==> config.mk <==
export PLATFORM = sky130hd
export DESIGN_NAME = nand_cmd_seq
export DESIGN_NICKNAME = d
export VERILOG_FILES = /design/src/rtl/nfseq_pkg.sv /design/src/rtl/nfseq_plan.sv /design/src/rtl/nfseq_wrcycle.sv /design/src/rtl/nfseq_rdywait.sv /design/src/rtl/nand_cmd_seq.sv
export SDC_FILE = /design/constraint.sdc
export NUM_CORES = 1
export LEC_CHECK = 0
export ABC_AREA = 1
export BUFFER_PORTS_ARGS = -buffer_cell sky130_fd_sc_hd__buf_2
export CAP_MARGIN = 5
export CORE_MARGIN = 4
export CORE_UTILIZATION = 40
export DETAILED_ROUTE_END_ITERATION = 16
export SLEW_MARGIN = 30
export SYNTH_ARGS = -nofsm -noshare
export SYNTH_HDL_FRONTEND = slang
export SYNTH_HIERARCHICAL = 1
export SYNTH_SLANG_ARGS = --single-unit
==> constraint.sdc <==
create_clock -name clk -period 2.8 [get_ports clk]
set_clock_uncertainty 0.15 [all_clocks]
set_input_delay 0 -clock clk [delete_from_list [all_inputs] [get_ports clk]]
set_output_delay 0 -clock clk [all_outputs]
set_load 0.1 [all_outputs]
==> src/rtl/nfseq_pkg.sv <==
`timescale 1ns/1ps
package nfseq_pkg;

    localparam logic [7:0] OP_READ0   = 8'h00;
    localparam logic [7:0] OP_READ1   = 8'h01;
    localparam logic [7:0] OP_READOOB = 8'h50;
    localparam logic [7:0] OP_SEQIN   = 8'h80;
    localparam logic [7:0] OP_PROG    = 8'h10;
    localparam logic [7:0] OP_ERASE1  = 8'h60;
    localparam logic [7:0] OP_ERASE2  = 8'hD0;
    localparam logic [7:0] OP_STATUS  = 8'h70;
    localparam logic [7:0] OP_RESET   = 8'hFF;
    localparam logic [7:0] OP_READID  = 8'h90;
    localparam logic [7:0] OP_PARAM   = 8'hEC;
    localparam logic [7:0] OP_GETFEAT = 8'hEE;
    localparam logic [7:0] OP_SETFEAT = 8'hEF;

    // two commands, one column byte, up to three row bytes
    localparam int SLOTS = 6;
    localparam int SLOT_W = $clog2(SLOTS + 1);

    typedef enum logic [1:0] {
        WAIT_NONE,
        WAIT_BOUNDED,
        WAIT_OPEN
    } wait_kind_e;

    typedef struct packed {
        logic       is_addr;
        logic       force_ce;
        logic [7:0] data;
    } bus_item_t;

    typedef struct packed {
        bus_item_t [SLOTS-1:0] items;
        logic [SLOT_W-1:0]     count;
        logic                  has_addr;
        wait_kind_e            wait_kind;
    } cmd_plan_t;

    function automatic logic is_page_read(input logic [7:0] op);
        return (op == OP_READ0) || (op == OP_READ1) || (op == OP_READOOB);
    endfunction

    function automatic logic is_byte_addr_op(input logic [7:0] op);
        return (op == OP_READID) || (op == OP_PARAM) ||
               (op == OP_GETFEAT) || (op == OP_SETFEAT);
    endfunction

    function automatic wait_kind_e wait_class(input logic [7:0] op, input logic has_page);
        if ((op == OP_PROG) || (op == OP_ERASE1) || (op == OP_ERASE2) ||
            (op == OP_SEQIN) || (op == OP_STATUS))
            return WAIT_NONE;
        if (is_page_read(op))
            return has_page ? WAIT_BOUNDED : WAIT_OPEN;
        return WAIT_OPEN;
    endfunction

endpackage

==> src/rtl/nfseq_plan.sv <==
`timescale 1ns/1ps
module nfseq_plan
    import nfseq_pkg::*;
#(
    parameter int PAGE_BYTES = 512,
    parameter int COL_W      = 12,
    parameter int ROW_W      = 20
) (
    input  logic [7:0]       op,
    input  logic             has_col,
    input  logic [COL_W-1:0] col,
    input  logic             has_page,
    input  logic [ROW_W-1:0] page,
    input  logic             bus16,
    input  logic             row3,
    output cmd_plan_t        plan
);
    localparam logic [COL_W-1:0] PAGE_C = COL_W'(PAGE_BYTES);
    localparam logic [COL_W-1:0] HALF_C = COL_W'(256);
    localparam int HI_W = ROW_W - 16;

    logic [COL_W-1:0]  c_adj;
    logic [7:0]        pre_op;
    logic [SLOT_W-1:0] n;

    always_comb begin
        plan   = '0;
        n      = '0;
        c_adj  = col;
        pre_op = OP_READ0;

        // pointer command picked from the column for sequential input
        if ((op == OP_SEQIN) && has_col) begin
            if (col >= PAGE_C) begin
                pre_op = OP_READOOB;
                c_adj  = col - PAGE_C;
            end else if (col < HALF_C) begin
                pre_op = OP_READ0;
            end else begin
                pre_op = OP_READ1;
                c_adj  = col - HALF_C;
            end
        end
        if (bus16 && !is_byte_addr_op(op))
            c_adj = c_adj >> 1;

        if (op == OP_SEQIN) begin
            plan.items[n] = '{is_addr: 1'b0, force_ce: 1'b0, data: pre_op};
            n = n + 1'b1;
        end
        plan.items[n] = '{is_addr: 1'b0, force_ce: 1'b0, data: op};
        n = n + 1'b1;

        if (has_col) begin
            plan.items[n] = '{is_addr: 1'b1, force_ce: 1'b0, data: c_adj[7:0]};
            n = n + 1'b1;
        end
        if (has_page) begin
            plan.items[n] = '{is_addr: 1'b1, force_ce: 1'b0, data: page[7:0]};
            n = n + 1'b1;
            plan.items[n] = '{is_addr: 1'b1, force_ce: is_page_read(op), data: page[15:8]};
            n = n + 1'b1;
            if (row3) begin
                plan.items[n] = '{is_addr: 1'b1, force_ce: 1'b0,
                                  data: 8'(page[ROW_W-1:ROW_W-HI_W])};
                n = n + 1'b1;
            end
        end
        plan.count     = n;
        plan.has_addr  = has_col || has_page;
        plan.wait_kind = wait_class(op, has_page);
    end
endmodule

==> src/rtl/nfseq_wrcycle.sv <==
`timescale 1ns/1ps
module nfseq_wrcycle #(
    parameter int LOW_CYC  = 3,
    parameter int HIGH_CYC = 3,
    parameter int IO_W     = 16
) (
    input  logic            clk,
    input  logic            rst,
    input  logic            start,
    input  logic [7:0]      din,
    output logic            we_n,
    output logic [IO_W-1:0] io,
    output logic            active,
    output logic            ack
);
    localparam int MAXC = (LOW_CYC > HIGH_CYC) ? LOW_CYC : HIGH_CYC;
    localparam int CW   = (MAXC < 2) ? 1 : $clog2(MAXC + 1);

    typedef enum logic [1:0] {PH_IDLE, PH_LOW, PH_HIGH} phase_e;
    phase_e        ph;
    logic [CW-1:0] cnt;

    always_ff @(posedge clk) begin
        if (rst) begin
            ph   <= PH_IDLE;
            cnt  <= '0;
            we_n <= 1'b1;
            io   <= '0;
        end else begin
            case (ph)
                PH_IDLE: if (start) begin
                    io   <= IO_W'(din);
                    we_n <= 1'b0;
                    cnt  <= CW'(LOW_CYC - 1);
                    ph   <= PH_LOW;
                end
                PH_LOW: if (cnt == '0) begin
                    we_n <= 1'b1;
                    cnt  <= CW'(HIGH_CYC - 1);
                    ph   <= PH_HIGH;
                end else begin
                    cnt <= cnt - 1'b1;
                end
                PH_HIGH: if (cnt == '0) ph <= PH_IDLE;
                         else cnt <= cnt - 1'b1;
                default: ph <= PH_IDLE;
            endcase
        end
    end

    assign active = (ph != PH_IDLE);
    assign ack    = (ph == PH_HIGH) && (cnt == '0);

    AST_IO_STABLE: assert property (@(posedge clk) disable iff (rst)
        $rose(we_n) |-> $stable(io));
endmodule

==> src/rtl/nfseq_rdywait.sv <==
`timescale 1ns/1ps
module nfseq_rdywait #(
    parameter int TWB_CYC   = 20,
    parameter int POLL_CYC  = 200,
    parameter int MAX_POLLS = 30
) (
    input  logic clk,
    input  logic rst,
    input  logic start,
    input  logic bounded,
    input  logic ready,
    output logic fin,
    output logic expired
);
    localparam int TW = $clog2(TWB_CYC + 1);
    localparam int GW = $clog2(POLL_CYC + 1);
    localparam int PW = $clog2(MAX_POLLS + 1);

    typedef enum logic [1:0] {W_IDLE, W_TWB, W_CHECK, W_GAP} wst_e;
    wst_e          st;
    logic [TW-1:0] twb_cnt;
    logic [GW-1:0] gap_cnt;
    logic [PW-1:0] polls;

    assign expired = (st == W_CHECK) && !ready && bounded && (polls == PW'(MAX_POLLS));
    assign fin     = (st == W_CHECK) && (ready || expired);

    always_ff @(posedge clk) begin
        if (rst) begin
            st      <= W_IDLE;
            twb_cnt <= '0;
            gap_cnt <= '0;
            polls   <= '0;
        end else begin
            case (st)
                W_IDLE: if (start) begin
                    twb_cnt <= TW'(TWB_CYC - 1);
                    polls   <= '0;
                    st      <= W_TWB;
                end
                W_TWB: if (twb_cnt == '0) st <= W_CHECK;
                       else twb_cnt <= twb_cnt - 1'b1;
                W_CHECK: begin
                    if (fin) begin
                        st <= W_IDLE;
                    end else if (bounded) begin
                        polls   <= polls + 1'b1;
                        gap_cnt <= GW'(POLL_CYC - 2);
                        st      <= W_GAP;
                    end
                end
                W_GAP: if (gap_cnt == '0) st <= W_CHECK;
                       else gap_cnt <= gap_cnt - 1'b1;
                default: st <= W_IDLE;
            endcase
        end
    end

    AST_POLL_LIMIT: assert property (@(posedge clk) disable iff (rst)
        (st == W_GAP) |-> (polls <= PW'(MAX_POLLS)));
    AST_CHECK_AFTER_TWB: assert property (@(posedge clk) disable iff (rst)
        ($past(st) == W_IDLE && st != W_IDLE) |-> (st == W_TWB));
endmodule

==> src/rtl/nand_cmd_seq.sv <==
`timescale 1ns/1ps
module nand_cmd_seq
    import nfseq_pkg::*;
#(
    parameter int PAGE_BYTES  = 512,
    parameter int COL_W       = 12,
    parameter int ROW_W       = 20,
    parameter int IO_W        = 16,
    parameter int STAT_W      = 8,
    parameter int WE_LOW_CYC  = 3,
    parameter int WE_HIGH_CYC = 3,
    parameter int TWB_CYC     = 20,
    parameter int POLL_CYC    = 200,
    parameter int MAX_POLLS   = 30
) (
    input  logic              clk,
    input  logic              rst,
    input  logic              req_valid,
    input  logic [7:0]        req_opcode,
    input  logic              req_has_col,
    input  logic [COL_W-1:0]  req_col,
    input  logic              req_has_page,
    input  logic [ROW_W-1:0]  req_page,
    input  logic              req_bus16,
    input  logic              req_row3,
    input  logic [STAT_W-1:0] dev_stat,
    output logic              idle,
    output logic              nand_cle,
    output logic              nand_ale,
    output logic              nand_ce_n,
    output logic              nand_we_n,
    output logic [IO_W-1:0]   nand_io,
    output logic              done,
    output logic              timeout
);
    localparam int HOLD_CYC = POLL_CYC;
    localparam int HW = $clog2(HOLD_CYC + 1);

    typedef enum logic [2:0] {S_IDLE, S_BUS, S_PULSE, S_HOLD, S_WAIT, S_FIN} seq_e;

    seq_e              st;
    cmd_plan_t         plan_in, plan_q;
    logic [SLOT_W-1:0] idx;
    logic [HW-1:0]     hold_cnt;
    logic              force_q, tmo_q;
    bus_item_t         cur;
    logic              cur_ok;
    logic              wr_start, wr_active, wr_ack;
    logic              rw_start, rw_fin, rw_expired;

    nfseq_plan #(.PAGE_BYTES(PAGE_BYTES), .COL_W(COL_W), .ROW_W(ROW_W)) u_plan (
        .op(req_opcode), .has_col(req_has_col), .col(req_col),
        .has_page(req_has_page), .page(req_page),
        .bus16(req_bus16), .row3(req_row3), .plan(plan_in)
    );

    always_comb begin
        cur = '0;
        for (int k = 0; k < SLOTS; k++)
            if (idx == SLOT_W'(k)) cur = plan_q.items[k];
    end

    assign cur_ok   = (idx < plan_q.count);
    assign wr_start = (st == S_BUS) && cur_ok;

    nfseq_wrcycle #(.LOW_CYC(WE_LOW_CYC), .HIGH_CYC(WE_HIGH_CYC), .IO_W(IO_W)) u_wr (
        .clk(clk), .rst(rst), .start(wr_start), .din(cur.data),
        .we_n(nand_we_n), .io(nand_io), .active(wr_active), .ack(wr_ack)
    );

    assign rw_start = (plan_q.wait_kind != WAIT_NONE) &&
                      (((st == S_HOLD) && (hold_cnt == '0)) ||
                       ((st == S_BUS) && !cur_ok && !plan_q.has_addr));

    nfseq_rdywait #(.TWB_CYC(TWB_CYC), .POLL_CYC(POLL_CYC), .MAX_POLLS(MAX_POLLS)) u_rw (
        .clk(clk), .rst(rst), .start(rw_start),
        .bounded(plan_q.wait_kind == WAIT_BOUNDED), .ready(dev_stat[0]),
        .fin(rw_fin), .expired(rw_expired)
    );

    always_ff @(posedge clk) begin
        if (rst) begin
            st       <= S_IDLE;
            plan_q   <= '0;
            idx      <= '0;
            hold_cnt <= '0;
            force_q  <= 1'b0;
            tmo_q    <= 1'b0;
        end else begin
            case (st)
                S_IDLE: if (req_valid) begin
                    plan_q <= plan_in;
                    idx    <= '0;
                    tmo_q  <= 1'b0;
                    st     <= S_BUS;
                end
                S_BUS: begin
                    if (cur_ok) begin
                        if (cur.force_ce) force_q <= 1'b1;
                        st <= S_PULSE;
                    end else if (plan_q.has_addr) begin
                        hold_cnt <= HW'(HOLD_CYC - 1);
                        st       <= S_HOLD;
                    end else begin
                        st <= (plan_q.wait_kind == WAIT_NONE) ? S_FIN : S_WAIT;
                    end
                end
                S_PULSE: if (wr_ack) begin
                    idx <= idx + 1'b1;
                    st  <= S_BUS;
                end
                S_HOLD: begin
                    if (hold_cnt == '0)
                        st <= (plan_q.wait_kind == WAIT_NONE) ? S_FIN : S_WAIT;
                    else
                        hold_cnt <= hold_cnt - 1'b1;
                end
                S_WAIT: if (rw_fin) begin
                    tmo_q   <= rw_expired;
                    force_q <= 1'b0;
                    st      <= S_FIN;
                end
                S_FIN:   st <= S_IDLE;
                default: st <= S_IDLE;
            endcase
        end
    end

    assign idle      = (st == S_IDLE);
    assign done      = (st == S_FIN);
    assign timeout   = tmo_q;
    assign nand_cle  = ((st == S_BUS) || (st == S_PULSE)) && cur_ok && !cur.is_addr;
    assign nand_ale  = ((st == S_BUS) || (st == S_PULSE)) && cur_ok && cur.is_addr;
    assign nand_ce_n = !(force_q || wr_active);

    AST_CLE_ALE_EXCL: assert property (@(posedge clk) disable iff (rst)
        !(nand_cle && nand_ale));
    AST_WE_NEEDS_CE: assert property (@(posedge clk) disable iff (rst)
        !nand_we_n |-> !nand_ce_n);
    AST_READ_WAIT_CE: assert property (@(posedge clk) disable iff (rst)
        (st == S_WAIT && plan_q.wait_kind == WAIT_BOUNDED) |-> !nand_ce_n);
    AST_HOLD_QUIET: assert property (@(posedge clk) disable iff (rst)
        (st == S_HOLD) |-> (!nand_ale && nand_we_n));
    AST_DONE_PULSE: assert property (@(posedge clk) disable iff (rst)
        done |=> !done);
    AST_IDLE_QUIET: assert property (@(posedge clk) disable iff (rst)
        idle |-> (nand_we_n && nand_ce_n && !nand_cle && !nand_ale));
    AST_TIMEOUT_READ: assert property (@(posedge clk) disable iff (rst)
        (done && timeout) |-> (plan_q.wait_kind == WAIT_BOUNDED));
endmodule

# Word level (Yosys, flattened, before mapping)
# Index checks and enable logic that the tools add are counted.
totals:
  output_inout_bits: 23
  elab_cells: 278
  regBits: 115
  inputBits: 55
op_classes:
  mux: 94
  eq_ne: 49
  n_lt_le_gt_ge: 13
  add_sub_neg: 13
  reduce_logical: 75
op_table:
  columns: ["operator", "count"]
  rows:
  - ["60-bit bitwise mux", 5]
  - ["60-bit two-way mux", 3]
  - ["10-bit demux with 3-bit select", 5]
  - ["10-bit two-way mux", 11]
  - ["8-bit two-way mux", 10]
  - ["8-bit == test, second input constant", 6]
  - ["3-bit two-way mux", 11]
  - ["2-bit two-way mux", 16]
  - ["8-bit one-hot mux with 2 select lines", 2]
  - ["9-bit two-way mux", 3]
  - ["5-bit two-way mux", 5]
  - ["8-bit by 7-bit == test with 1-bit output, second input constant", 3]
  - ["8-bit zero test", 3]
  - ["2-bit inequality test, second input constant", 12]
  - ["4-bit AND reduction", 6]
  - ["1-bit logical AND", 20]
  - ["5-bit one-hot mux with 2 select lines", 2]
  - ["2-bit nonzero test", 10]
  - ["3-bit AND reduction", 6]
  - ["3-bit by 4-bit less-than comparator with 1-bit output, second input constant", 4]
  - ["2-bit by 1-bit inequality test with 1-bit output, second input constant", 8]
  - ["8-bit by 1-bit subtractor with 8-bit output, second input constant", 2]
  - ["3-bit by 1-bit adder with 3-bit output, second input constant", 5]
  - ["3-bit one-hot mux with 5 select lines", 1]
  - ["33 further kinds", 85]

# Logic depth before layout (Yosys ltp)
logic_depth:
  ltp_word: 14
  depth_mapped: 16

# Modules after synthesis
# Netlist, hierarchy kept.
modules_own_cells:
  columns: ["mod", "area_each_um2", "n_inst", "seq_area_each_um2", "cells_per_inst"]
  rows:
  - ["nand_cmd_seq", 3902.5, 1, 1641.6, 555]
  - ["nfseq_plan", 1564.0, 1, 0.0, 321]
  - ["nfseq_rdywait", 1315.0, 1, 400.4, 200]
  - ["nfseq_wrcycle", 715.7, 1, 260.2, 102]

# Worst setup path after synthesis
# OpenSTA, ideal clock, no wires.
synth_timing:
  kind: "reg-to-output"
  startpoint: "register plan_q[5] (netlist bit)"
  endpoint: "output nand_cle"
  stages_incl_launch_ff: 8
  setup_slack_ns: -0.086
  arrival_ns: 2.736
  t_required_ns: 2.650
  path_cell_list: "dfxtp_1 > inv_1 > ha_1 > a21oi_1 > nand2_1 > nor2_1 > a31oi_1 > a21oi_1"
synth_between:
  elab_chain_cells: 3
synth_lines:
  columns: ["item", "line_no", "source"]
  rows:
  - ["start: declaration", "nand_cmd_seq.sv:42", "cmd_plan_t plan_in, plan_q;"]
  - ["start signal: assignment", "nand_cmd_seq.sv:92", "plan_q <= plan_in;"]
  - ["3-bit less-than comparator", "nand_cmd_seq.sv:63", "assign cur_ok = (idx < plan_q.count);"]
  - ["1-bit logical AND (2 in a row)", "nand_cmd_seq.sv:132", "assign nand_cle = ((st == S_BUS) || (st == S_PULSE)) && cur_ok && !cur.is_addr;"]
  - ["end: declaration", "nand_cmd_seq.sv:28", "output logic nand_cle,"]
# No other way between the ends.

==> implementation parameters <==
Parameter                              Value

Status
  Status ... completed

Timing
  Shortest clock period the worst path allows after layout ... 2630 ps
  Worst Max-Slew Pin Slew ... 776 ps
  Final worst path period share ... 94.1%
  Final setup fails ... 0
  Number of hold violations in the final report ... 0
  Worst rel slew slack ... 48.2%
  Final setup TNS ... 0 ps
  Max Fclk ... 380 MHz
  Number of slew-limit violations in the final report ... 0
  Setup repair after global routing missed its margin ... no

Power
  Clock network fraction of total power ... 29.8%
  Pwr per Cell Area ... 829 nW/um2
  Sequential share of power ... 29.2%
  Overall power after layout ... 7.49 mW
  Maximum vdd ir drop ... 495 uV
  Portion of total power attributed to combinational logic ... 41.1%
  Switching fraction of total power ... 42.1%
  Power spent charging and discharging nets ... 3.15 mW
  Int Power ... 4.33 mW
  Leakage ... 4.08 nW

Drt
  Wire length on met3 ... 914 um
  Detail Route Antenna Nets ... 0
  Highest signal layer in the routed design ... met4
  Vias after detailed routing ... 7813
  Met2 Wirelength ... 10200 um
  Overall routed net length ... 21500 um
  DRT met1 WL ... 9830 um
  Number of design rule violations left after detail routing ... 0
  First-pass iteration count of the detailed router ... 5
  DR iter-0 viols ... 455
  Routed wire per std cell ... 14.2 um
  Via count normalized by instance count ... 5.15

Setup path
  Worst reg2reg path startpoint ... idx[1]$_SDFFE_PP0P_
  Category of the worst setup path capture point ... register
  Arrival @ worst endpoint ... 2830 ps
  Delay contributed by the slowest stage of the critical path ... 570 ps
  Depth of the worst register-to-register path ... 12
  Library cell contributing the largest single delay on the critical path ... sky130_fd_sc_hd__dlygate4sd3_1
  Kind of cell with the highest combined delay on the critical path ... buffers and inverters
  Timing startpoint of the critical path ... req_opcode[2]
  Critical setup path kind ... in -> reg
  Data required, critical path ... 2990 ps
  Levels on crit path ... 14
  Top fanout value on the critical path ... 7
  Worst setup path end ... plan_q[43]$_SDFFE_PP0P_
  Capture instance of the worst register-to-register path ... u_wr/io[2]$_SDFFE_PP0P_
  Reg-to-reg setup timing slack ... 580 ps
  Cells along the critical path ... dlygate4sd3_1 > buf_2 > inv_1 > nand2_1 > nor2_4 > nand4_4 > inv_1 > ha_2 > buf_4 > a21oi_1 > a211oi_1 > dlygate4sd3_1 > nand2_1 > a21oi_1
  Buffers and inverters on the worst path ... 6
  Critical path launch point type ... input port

Global routing
  Antenna violations before repair ... 0
  Overflow left after global routing ... 0
  Vias in the first global route ... 7303
  Global router's overall resource usage ... 20.2%
  Pin count of the biggest net entering global routing ... 53
  First-pass GRT wire length ... 35600 um

Yosys
  Portion of the post-synthesis area used by sequential elements ... 30.7%
  Flops & latches, synth ... 115
  Commonest cells post-synth ... sky130_fd_sc_hd__nand2_1 (305), sky130_fd_sc_hd__inv_1 (130), sky130_fd_sc_hd__a21oi_1 (128)
  Number of enable flip-flop cells after synthesis ... 0
  Cell types occupying the most area after synthesis ... sky130_fd_sc_hd__dfxtp_1 (31%), sky130_fd_sc_hd__nand2_1 (15%), sky130_fd_sc_hd__a21oi_1 (8.5%), sky130_fd_sc_hd__inv_1 (6.5%), sky130_fd_sc_hd__nor2_1 (5.5%)
  Count leader, synth ... sky130_fd_sc_hd__nand2_1
  Synth Instances ... 1178
  Number of distinct library cells after synthesis ... 46
  Cell type with the largest total area after synthesis ... sky130_fd_sc_hd__dfxtp_1
  Fraction of registers with async set or reset after synthesis ... 0%
  Post-synth top flop ... sky130_fd_sc_hd__dfxtp_1
  Avg Cell Area, Syn ... 6.36 um2
  Fraction of post-synthesis cell area in the top cell type by area ... 30.7%
  Total number of yosys warnings ... 6
  Area of the mapped netlist ... 7500 um2

Clock tree
  CTS clk-pin slew, worst paths ... 50 ps
  Clock tree from TritonCTS ... built
  Total clock buffers created by CTS ... 17
  Num Clock Sinks ... 115
  Clock tree buffer depth ... 2
  Clock latency on the worst-skew pair ... 420 ps
  H-Tree Level Count ... 4
  Root Buffer ... sky130_fd_sc_hd__clkbuf_16

Final layout
  Final std cells w/o fill ... 1518
  Total inserted antenna cells ... 0
  Net count reported at finish ... 1357
  Area growth from synthesis to layout ... 20.4%
  Design Area, Final ... 9030 um2
  Share of final-layout standard cells stronger than drive strength 1 ... 14.6%

Hold path
  Min-delay worst type ... in -> reg

Placement
  Cell total after placement ... 1441
  HPWL Detailed ... 15700 um
  Gp weighted congestion ... 0.893
  Cell area reported after detailed placement ... 7950 um2
  Quantity of I/O buffers inserted on ports ... 62

Die
  Die width ... 145 um
  Die Span Y ... 145 um
  Boundary pin count ... 78
  Initial core utilization ... 41.2%
  Standard-cell rows ... 49
  Area of the die ... 21000 um2
  Core footprint ... 18200 um2

Flow run
  Max-cap violations ... 0
-- metrics by stage --
| stage | worst slack [ps] | util, % | hold WS, ps |
|---|---|---|---|
| after CTS | 54.2 | 49.3 | 10.3 |
| after global placement | 352 | 43.6 | 286 |
| after global routing | 2.46 | 49.6 | 71.5 |
| after floorplan | 47.6 | - | -80.9 |
| after detailed placement | 301 | 43.6 | 291 |
| final | 166 | 49.6 | 47.5 |
-- timing repair --
item	4_1_cts	5_1_grt
hold endpoints to repair	74	0
hold buffers	42	0
resized for setup	1	10
endpoints found under the setup margin	1	16
buffers inserted	0	3
pin swaps	0	1
cloned	0	0
-- flip-flops by register name (all words and copies together) (netlist names) --
signal and flops:
plan_q 66, hold_cnt 8, u_rw/gap_cnt 8, u_wr/io 8, u_rw/polls 5, u_rw/twb_cnt 5
idx 3, st 3, u_rw/st 2, u_wr/cnt 2, u_wr/ph 2, force_q 1
timeout 1, u_wr/we_n 1
-- cell families after synthesis --
logic type / after synthesis / synth area share [%]
buffers and inverters: 202 / 11.5
other: 2 / 0.100
XOR/XNOR: 9 / 1.05
adder cells (fa/ha/maj): 26 / 4.34
flip-flops: 115 / 30.7
AO/OA/AOI/OAI: 262 / 19.0
AND/OR/NAND/NOR: 562 / 33.3
-- layout make-up --
cell class | count | area [um2]
fill | 1870 | 9180
multi-input combinational | 868 | 4380
sequential | 115 | 2300
timing repair buffer | 123 | 878
inverter | 151 | 569
clock buffer | 23 | 478
tap | 229 | 287
clock inverter | 9 | 128
-- per-layer routing --
layer	global-route usage, %	vias to the layer above
met3	4.12	47
met4	7.65	0
met5	0	-
li1	-	4013
met2	34.0	166
met1	25.7	3587
-- cell usage in the layout (no fill, tap or decap), types with 7 or more instances in the layout --
| master | instances |
|---|---|
| sky130_fd_sc_hd__buf_2 | 60 |
| sky130_fd_sc_hd__nor2_1 | 109 |
| sky130_fd_sc_hd__nand4_1 | 15 |
| sky130_fd_sc_hd__nor2_2 | 7 |
| sky130_fd_sc_hd__nor3_1 | 7 |
| sky130_fd_sc_hd__inv_1 | 130 |
| sky130_fd_sc_hd__a31oi_1 | 8 |
| sky130_fd_sc_hd__dfxtp_1 | 114 |
| sky130_fd_sc_hd__clkbuf_16 | 17 |
| sky130_fd_sc_hd__nand2_2 | 21 |
| sky130_fd_sc_hd__ha_1 | 25 |
| sky130_fd_sc_hd__xor2_1 | 7 |
| sky130_fd_sc_hd__o211ai_1 | 11 |
| sky130_fd_sc_hd__nand3_1 | 74 |
| sky130_fd_sc_hd__inv_2 | 18 |
| sky130_fd_sc_hd__buf_4 | 20 |
| sky130_fd_sc_hd__conb_1 | 9 |
| sky130_fd_sc_hd__o22ai_1 | 8 |
| sky130_fd_sc_hd__o21ai_0 | 79 |
| sky130_fd_sc_hd__a21oi_1 | 127 |
| sky130_fd_sc_hd__o21ai_1 | 10 |
| sky130_fd_sc_hd__nor2_4 | 8 |
| sky130_fd_sc_hd__dlygate4sd3_1 | 42 |
| sky130_fd_sc_hd__nand2_4 | 7 |
| sky130_fd_sc_hd__nand2_1 | 302 |
-- worst min-delay path, stage by stage --
cell and delay (ps):
sky130_fd_sc_hd__buf_2 260, sky130_fd_sc_hd__nand2_1 130, sky130_fd_sc_hd__a21oi_1 60, sky130_fd_sc_hd__nand2_1 60, sky130_fd_sc_hd__a21oi_1 50
-- worst min path at each step --
stage,end,depth (start not counted),from
2_1_floorplan,u_rw/gap_cnt[2]$_SDFFE_PP0P_,1,rst
6_report,plan_q[27]$_SDFFE_PP0P_,5,req_has_page
3_5_place_dp,plan_q[63]$_SDFFE_PP0P_,2,plan_q[63]$_SDFFE_PP0P_
4_1_cts,plan_q[22]$_SDFFE_PP0P_,7,req_col[7]
5_1_grt,plan_q[22]$_SDFFE_PP0P_,7,req_col[7]
3_3_place_gp,plan_q[63]$_SDFFE_PP0P_,2,plan_q[63]$_SDFFE_PP0P_
-- power by group through the flow --
stage	Clock, mW	Combinational [mW]	Sequential, mW
global placement	0	2.99	2.21
detailed placement	0	3.01	2.22
floorplan	0	2.21	2.44
CTS	2.27	3.08	2.19
finish	2.23	3.07	2.18
global route	2.35	3.43	2.22
(Power assumes the default switching activity.)
